$ cat src/rtl/sss_pkg.sv
package sss_pkg;

    typedef enum logic [2:0] {
        ST_SYNC,   // minimum sync run before the marks
        ST_HOLD,   // stretched gap while the store is busy
        ST_MARK,   // three address-mark bytes
        ST_IDF,    // track, sector, side
        ST_DATA    // payload bytes from the buffer
    } seq_state_e;

    localparam logic [7:0] SYNC_BYTE = 8'hFF;

    function automatic logic [7:0] mark_byte(input logic [1:0] pos);
        logic [7:0] b;
        unique case (pos)
            2'd0:    b = 8'hD5;
            2'd1:    b = 8'hAA;
            default: b = 8'h96;
        endcase
        return b;
    endfunction

endpackage

$ cat src/rtl/sss_byte_pacer.sv
module sss_byte_pacer #(
    parameter int BYTE_CLKS = 8
) (
    input  logic clk,
    input  logic rst_n,
    output logic tick
);
    localparam int CW = (BYTE_CLKS > 2) ? $clog2(BYTE_CLKS) : 1;
    localparam logic [CW-1:0] LAST = CW'(BYTE_CLKS - 1);

    logic [CW-1:0] cnt_q;

    always_ff @(posedge clk) begin
        if (!rst_n) begin
            cnt_q <= '0;
            tick  <= 1'b0;
        end else if (cnt_q == LAST) begin
            cnt_q <= '0;
            tick  <= 1'b1;
        end else begin
            cnt_q <= cnt_q + 1'b1;
            tick  <= 1'b0;
        end
    end
endmodule

$ cat src/rtl/sss_index_ctr.sv
module sss_index_ctr #(
    parameter int SECTORS = 12
) (
    input  logic                       clk,
    input  logic                       rst_n,
    input  logic                       restart,
    input  logic                       advance,
    output logic [$clog2(SECTORS)-1:0] idx
);
    localparam int IDX_W = $clog2(SECTORS);
    localparam logic [IDX_W-1:0] LAST = IDX_W'(SECTORS - 1);

    always_ff @(posedge clk) begin
        if (!rst_n || restart) begin
            idx <= '0;
        end else if (advance) begin
            idx <= (idx == LAST) ? '0 : idx + 1'b1;
        end
    end
endmodule

$ cat src/rtl/sss_order_map.sv
module sss_order_map #(
    parameter int SECTORS    = 12,
    parameter bit INTERLEAVE = 1'b1
) (
    input  logic [$clog2(SECTORS)-1:0] idx,
    output logic [$clog2(SECTORS)-1:0] sec
);
    localparam int IDX_W = $clog2(SECTORS);
    localparam logic [IDX_W-1:0] HALF = IDX_W'(SECTORS / 2);

    generate
        if (INTERLEAVE) begin : g_two_to_one
            always_comb begin
                sec = idx >> 1;
                if (idx[0]) begin
                    sec = (idx >> 1) + HALF;
                end
            end
        end else begin : g_linear
            assign sec = idx;
        end
    endgenerate
endmodule

$ cat src/rtl/sector_stream_seq.sv
module sector_stream_seq
    import sss_pkg::*;
#(
    parameter int SECTORS    = 12,
    parameter int SYNC_MIN   = 5,
    parameter int PAY_BYTES  = 512,
    parameter int BYTE_CLKS  = 8,
    parameter int TRK_W      = 7,
    parameter bit INTERLEAVE = 1'b1
) (
    input  logic             clk,
    input  logic             rst_n,
    input  logic [TRK_W-1:0] track,
    input  logic             side,
    input  logic             busy,
    input  logic [7:0]       pay_data,
    output logic             pay_take,
    output logic             sec_req,
    output logic [7:0]       sec_num,
    output logic             byte_vld,
    output logic [7:0]       byte_val,
    output logic             byte_is_sync
);
    localparam int IDX_W = $clog2(SECTORS);
    localparam int CNT_W = $clog2(PAY_BYTES + SYNC_MIN + 4);
    localparam logic [CNT_W-1:0] SYNC_LAST = CNT_W'(SYNC_MIN - 1);
    localparam logic [CNT_W-1:0] DATA_LAST = CNT_W'(PAY_BYTES - 1);
    localparam logic [CNT_W-1:0] TRIO_LAST = CNT_W'(2);

    seq_state_e       state_q, state_d;
    logic [CNT_W-1:0] cnt_q, cnt_d;
    logic [TRK_W-1:0] trk_q;
    logic             side_q;
    logic             tick;
    logic             changed;
    logic             advance;
    logic [IDX_W-1:0] idx;
    logic [IDX_W-1:0] sec;
    logic [7:0]       byte_d;
    logic             in_gap;

    assign changed = (track != trk_q) || (side != side_q);
    assign advance = tick && !changed && (state_q == ST_DATA) && (cnt_q == DATA_LAST);
    assign in_gap  = (state_q == ST_SYNC) || (state_q == ST_HOLD);

    sss_byte_pacer #(.BYTE_CLKS(BYTE_CLKS)) u_pacer (
        .clk   (clk),
        .rst_n (rst_n),
        .tick  (tick)
    );

    sss_index_ctr #(.SECTORS(SECTORS)) u_index (
        .clk     (clk),
        .rst_n   (rst_n),
        .restart (changed),
        .advance (advance),
        .idx     (idx)
    );

    sss_order_map #(.SECTORS(SECTORS), .INTERLEAVE(INTERLEAVE)) u_order (
        .idx (idx),
        .sec (sec)
    );

    // Transitions, taken only on a byte tick.
    always_comb begin
        state_d = state_q;
        cnt_d   = cnt_q;
        unique case (state_q)
            ST_SYNC: begin
                if (cnt_q == SYNC_LAST) begin
                    cnt_d   = '0;
                    state_d = busy ? ST_HOLD : ST_MARK;
                end else begin
                    cnt_d = cnt_q + 1'b1;
                end
            end
            ST_HOLD: begin
                if (!busy) begin
                    cnt_d   = '0;
                    state_d = ST_MARK;
                end
            end
            ST_MARK: begin
                if (cnt_q == TRIO_LAST) begin
                    cnt_d   = '0;
                    state_d = ST_IDF;
                end else begin
                    cnt_d = cnt_q + 1'b1;
                end
            end
            ST_IDF: begin
                if (cnt_q == TRIO_LAST) begin
                    cnt_d   = '0;
                    state_d = ST_DATA;
                end else begin
                    cnt_d = cnt_q + 1'b1;
                end
            end
            ST_DATA: begin
                if (cnt_q == DATA_LAST) begin
                    cnt_d   = '0;
                    state_d = ST_SYNC;
                end else begin
                    cnt_d = cnt_q + 1'b1;
                end
            end
            default: begin
                cnt_d   = '0;
                state_d = ST_SYNC;
            end
        endcase
    end

    // State register. A track or side change wins over the tick.
    always_ff @(posedge clk) begin
        if (!rst_n) begin
            state_q <= ST_SYNC;
            cnt_q   <= '0;
            trk_q   <= '0;
            side_q  <= 1'b0;
        end else if (changed) begin
            state_q <= ST_SYNC;
            cnt_q   <= '0;
            trk_q   <= track;
            side_q  <= side;
        end else if (tick) begin
            state_q <= state_d;
            cnt_q   <= cnt_d;
        end
    end

    // Byte selected by the present state.
    always_comb begin
        byte_d = SYNC_BYTE;
        unique case (state_q)
            ST_SYNC, ST_HOLD: byte_d = SYNC_BYTE;
            ST_MARK:          byte_d = mark_byte(cnt_q[1:0]);
            ST_IDF: begin
                if (cnt_q == '0) begin
                    byte_d = 8'(trk_q);
                end else if (cnt_q == CNT_W'(1)) begin
                    byte_d = 8'(sec);
                end else begin
                    byte_d = 8'(side_q);
                end
            end
            ST_DATA:          byte_d = pay_data;
            default:          byte_d = SYNC_BYTE;
        endcase
    end

    assign pay_take = tick && (state_q == ST_DATA);

    // Output registers.
    always_ff @(posedge clk) begin
        if (!rst_n) begin
            byte_vld     <= 1'b0;
            byte_val     <= 8'h00;
            byte_is_sync <= 1'b0;
            sec_req      <= 1'b0;
            sec_num      <= 8'h00;
        end else begin
            byte_vld     <= tick;
            byte_is_sync <= tick && in_gap;
            sec_req      <= tick && (state_q == ST_SYNC) && (cnt_q == '0);
            if (tick) begin
                byte_val <= byte_d;
                sec_num  <= 8'(sec);
            end
        end
    end
endmodule

$ cat config.mk
export PLATFORM = sky130hd
export DESIGN_NAME = sector_stream_seq
export DESIGN_NICKNAME = d
export VERILOG_FILES = /design/src/rtl/sss_pkg.sv /design/src/rtl/sss_byte_pacer.sv /design/src/rtl/sss_index_ctr.sv /design/src/rtl/sss_order_map.sv /design/src/rtl/sector_stream_seq.sv
export SDC_FILE = /design/constraint.sdc
export NUM_CORES = 1
export LEC_CHECK = 0
export BUFFER_PORTS_ARGS = -buffer_cell sky130_fd_sc_hd__buf_2
export CAP_MARGIN = 40
export CORE_MARGIN = 5
export CORE_UTILIZATION = 60
export DETAILED_ROUTE_END_ITERATION = 10
export GPL_ROUTABILITY_DRIVEN = 0
export GPL_TIMING_DRIVEN = 0
export PLACE_DENSITY = 0.85
export SETUP_SLACK_MARGIN = 0.1
export SKIP_LAST_GASP = 1
export SLEW_MARGIN = 20
export SYNTH_ARGS = -nofsm -noshare
export SYNTH_HDL_FRONTEND = slang
export SYNTH_HIERARCHICAL = 1
export SYNTH_SLANG_ARGS = --single-unit
$ cat constraint.sdc
create_clock -name clk -period 4.4 [get_ports clk]
set_input_delay 0.88 -clock clk [delete_from_list [all_inputs] [get_ports clk]]
set_output_delay 0.88 -clock clk [all_outputs]
set_load 0.05 [all_outputs]
==> run summary <==
Critical Path RT = 3.52 ns
initial antenna violation count = 0
DR vias/cell = 5.59
Final Max Slew Viols = 0
final worst path period need = 2.72 ns
fin util = 0.710
top cell type's share of synthesized area = 0.388
Fmax = 368 MHz
die area = 5120 um2
residual DRC count = 0
Core Region = 3660 um2
CTS buffer count = 5
Syn Inst Count = 252
GRT met1 Usage = 0.270
Via Count = 1,930
GR Layer Usage met2 = 0.336
grt ovf = 0
CP Launch Type = flip-flop
starting density of the core = 0.621
HPWL Detailed = 3690 um
top-count cell post-synth = dfxtp_1
First-pass DRT Iterations = 4
WL/cell = 14.5 um
num rows = 22
cts repair resizes = 0
Sink Count = 44
busiest grt layer = met2
Post-synth ARST share = 0
max cap viols = 0
RSZ-0062 raised after global routing = false
Synth area leader = dfxtp_1
Syn Area/Cell = 9.02 um2
GRT Overall Usage = 0.210
Area growth, synth to finish = 14.4%
status = complete, no violations
drt first-iter violations = 112
critical path type = reg -> out
hold crit path type = reg -> reg
CTS root buffer = clkbuf_8
largest cells by area after synthesis = dfxtp_1, ha_1, xnor2_1
Final period util = 0.618
PnR Total Power = 0.697 mW
WL final = 5010 um
Netlist cell types = 52
Fin. Hold Viols = 0
most common flop cell mapped by yosys = dfxtp_1
first-pass GRT wire length = 8510 um
layout cell share with drive strength beyond 1 = 0.246
hold slack = 0.453 ns
Power Dens Cells = 268 nW/um2
Post-synth EDFFs = 0
CTS clk-pin slew, worst paths = 0.08 ns
CTS tree = yes
vias in the first global route = 1,906
arrival time at the worst endpoint = 1.84 ns
clk buf depth = 2
VDD IR max = 0.253 mV
CP Capture Type = output pin
Post-CTS Setup Bufs = 0
Rel. slew slack = 0.645
Layout Skew = 0.00660 ns
crit-path max FO = 10
synth cell count leaders = dfxtp_1, nor2_1, o21ai_0, xnor2_1, nand2_1
ANT nets after route = 0
I/O Buffers = 34
largest net degree at the start of global routing = 14
cts hold-fix bufs = 0
Ys Warns = 6
Ant. Diodes = 0
worst slew pin tran = 0.528 ns
Final setup viols = 0
synthesized area = 2270 um2
FF+latch count, synth = 44
Pleak = 1.06 nW
I/O pin count = 39
worst skew pair latency = 0.30 ns
M3 GR Usage = 0.0575
register area share after synthesis = 0.388
setup TNS = 0 ns
Die X = 71.5 um
H-tree Lvls = 2
Die Y = 71.5 um
nets = 326
==> worst max-delay path: stages (launching register included) <==
cell and delay [ns]:
dfxtp_1 0.34, buf_4 0.17, or3b_1 0.39, clkbuf_1 0.24, nor2_1 0.13, buf_2 0.27
==> area by class of cell <==
class | count | area, um2
plain buffers | 15 | 91.3
clock buffers | 5 | 68.8
clock inverters | 2 | 12.5
fillers | 297 | 1060
inverters | 13 | 48.8
multi-input cells | 183 | 1260
flip-flops and latches | 44 | 881
well taps | 48 | 60.1
repair buffers | 35 | 175
==> final timing paths <==
path                         start                to  slack (ns)  cells past startpoint
setup reg to reg        state_q[2]    u_index/idx[3]        2.27                      8
hold reg to reg   u_pacer/cnt_q[0]  u_pacer/cnt_q[0]        0.45                      1
hold / removal    u_pacer/cnt_q[0]  u_pacer/cnt_q[0]        0.45                      1
setup / recovery        state_q[2]          pay_take        1.68                      5
==> layer usage <==
layer | routed length [um] | part of all wire
met1 | 2290 | 0.46
met2 | 2310 | 0.46
met4 | 110 | 0.022
met3 | 300 | 0.060
met5 | 0 | 0
==> flip-flops by register name, summed over array words and instances (netlist names) <==
signal         cells
state_q            3
trk_q              7
u_pacer/cnt_q      3
side_q             1
u_pacer/tick       1
byte_vld           1
byte_is_sync       1
cnt_q             10
sec_req            1
u_index/idx        4
sec_num            4
byte_val           8
==> kinds of logic after synthesis <==
family	after synthesis	synth area share
simple gates	95	0.240
mux	10	0.0446
flops	44	0.388
fa+ha+maj	10	0.0551
other cells	1	0.00165
xor+xnor	19	0.0732
compound gates	45	0.136
buf+inv	28	0.0617
==> cells in the final DEF (no fill, tap or decap), types with 6 or more instances in the layout <==
| master | n |
|---|---|
| nor3_1 | 7 |
| a21oi_1 | 7 |
| nor2_1 | 20 |
| xnor2_1 | 14 |
| nand2_1 | 13 |
| and2_1 | 8 |
| mux2i_1 | 9 |
| o21ai_0 | 14 |
| dfxtp_1 | 44 |
| inv_1 | 12 |
| nand3_1 | 7 |
| nor2_2 | 9 |
| buf_2 | 39 |
| ha_1 | 10 |
| buf_4 | 6 |
| nand4_1 | 6 |
==> power breakdown <==
part	internal (mW)	switching, mW
clock	0.108	0.137
sequential	0.404	0.00417
combinational	0.0198	0.0244
total	0.532	0.165
==> stage by stage <==
stage | cells | instance area [um2] | setup WS, ns
after floorplan | 255 | 2280 | 1.82
after global placement | 337 | 2510 | 1.49
after detailed placement | 338 | 2520 | 1.82
after CTS | 345 | 2600 | 1.67
after global routing | 345 | 2600 | 1.52
final | 345 | 2600 | 1.68
No activity file was read; power rests on OpenSTA's default activity.
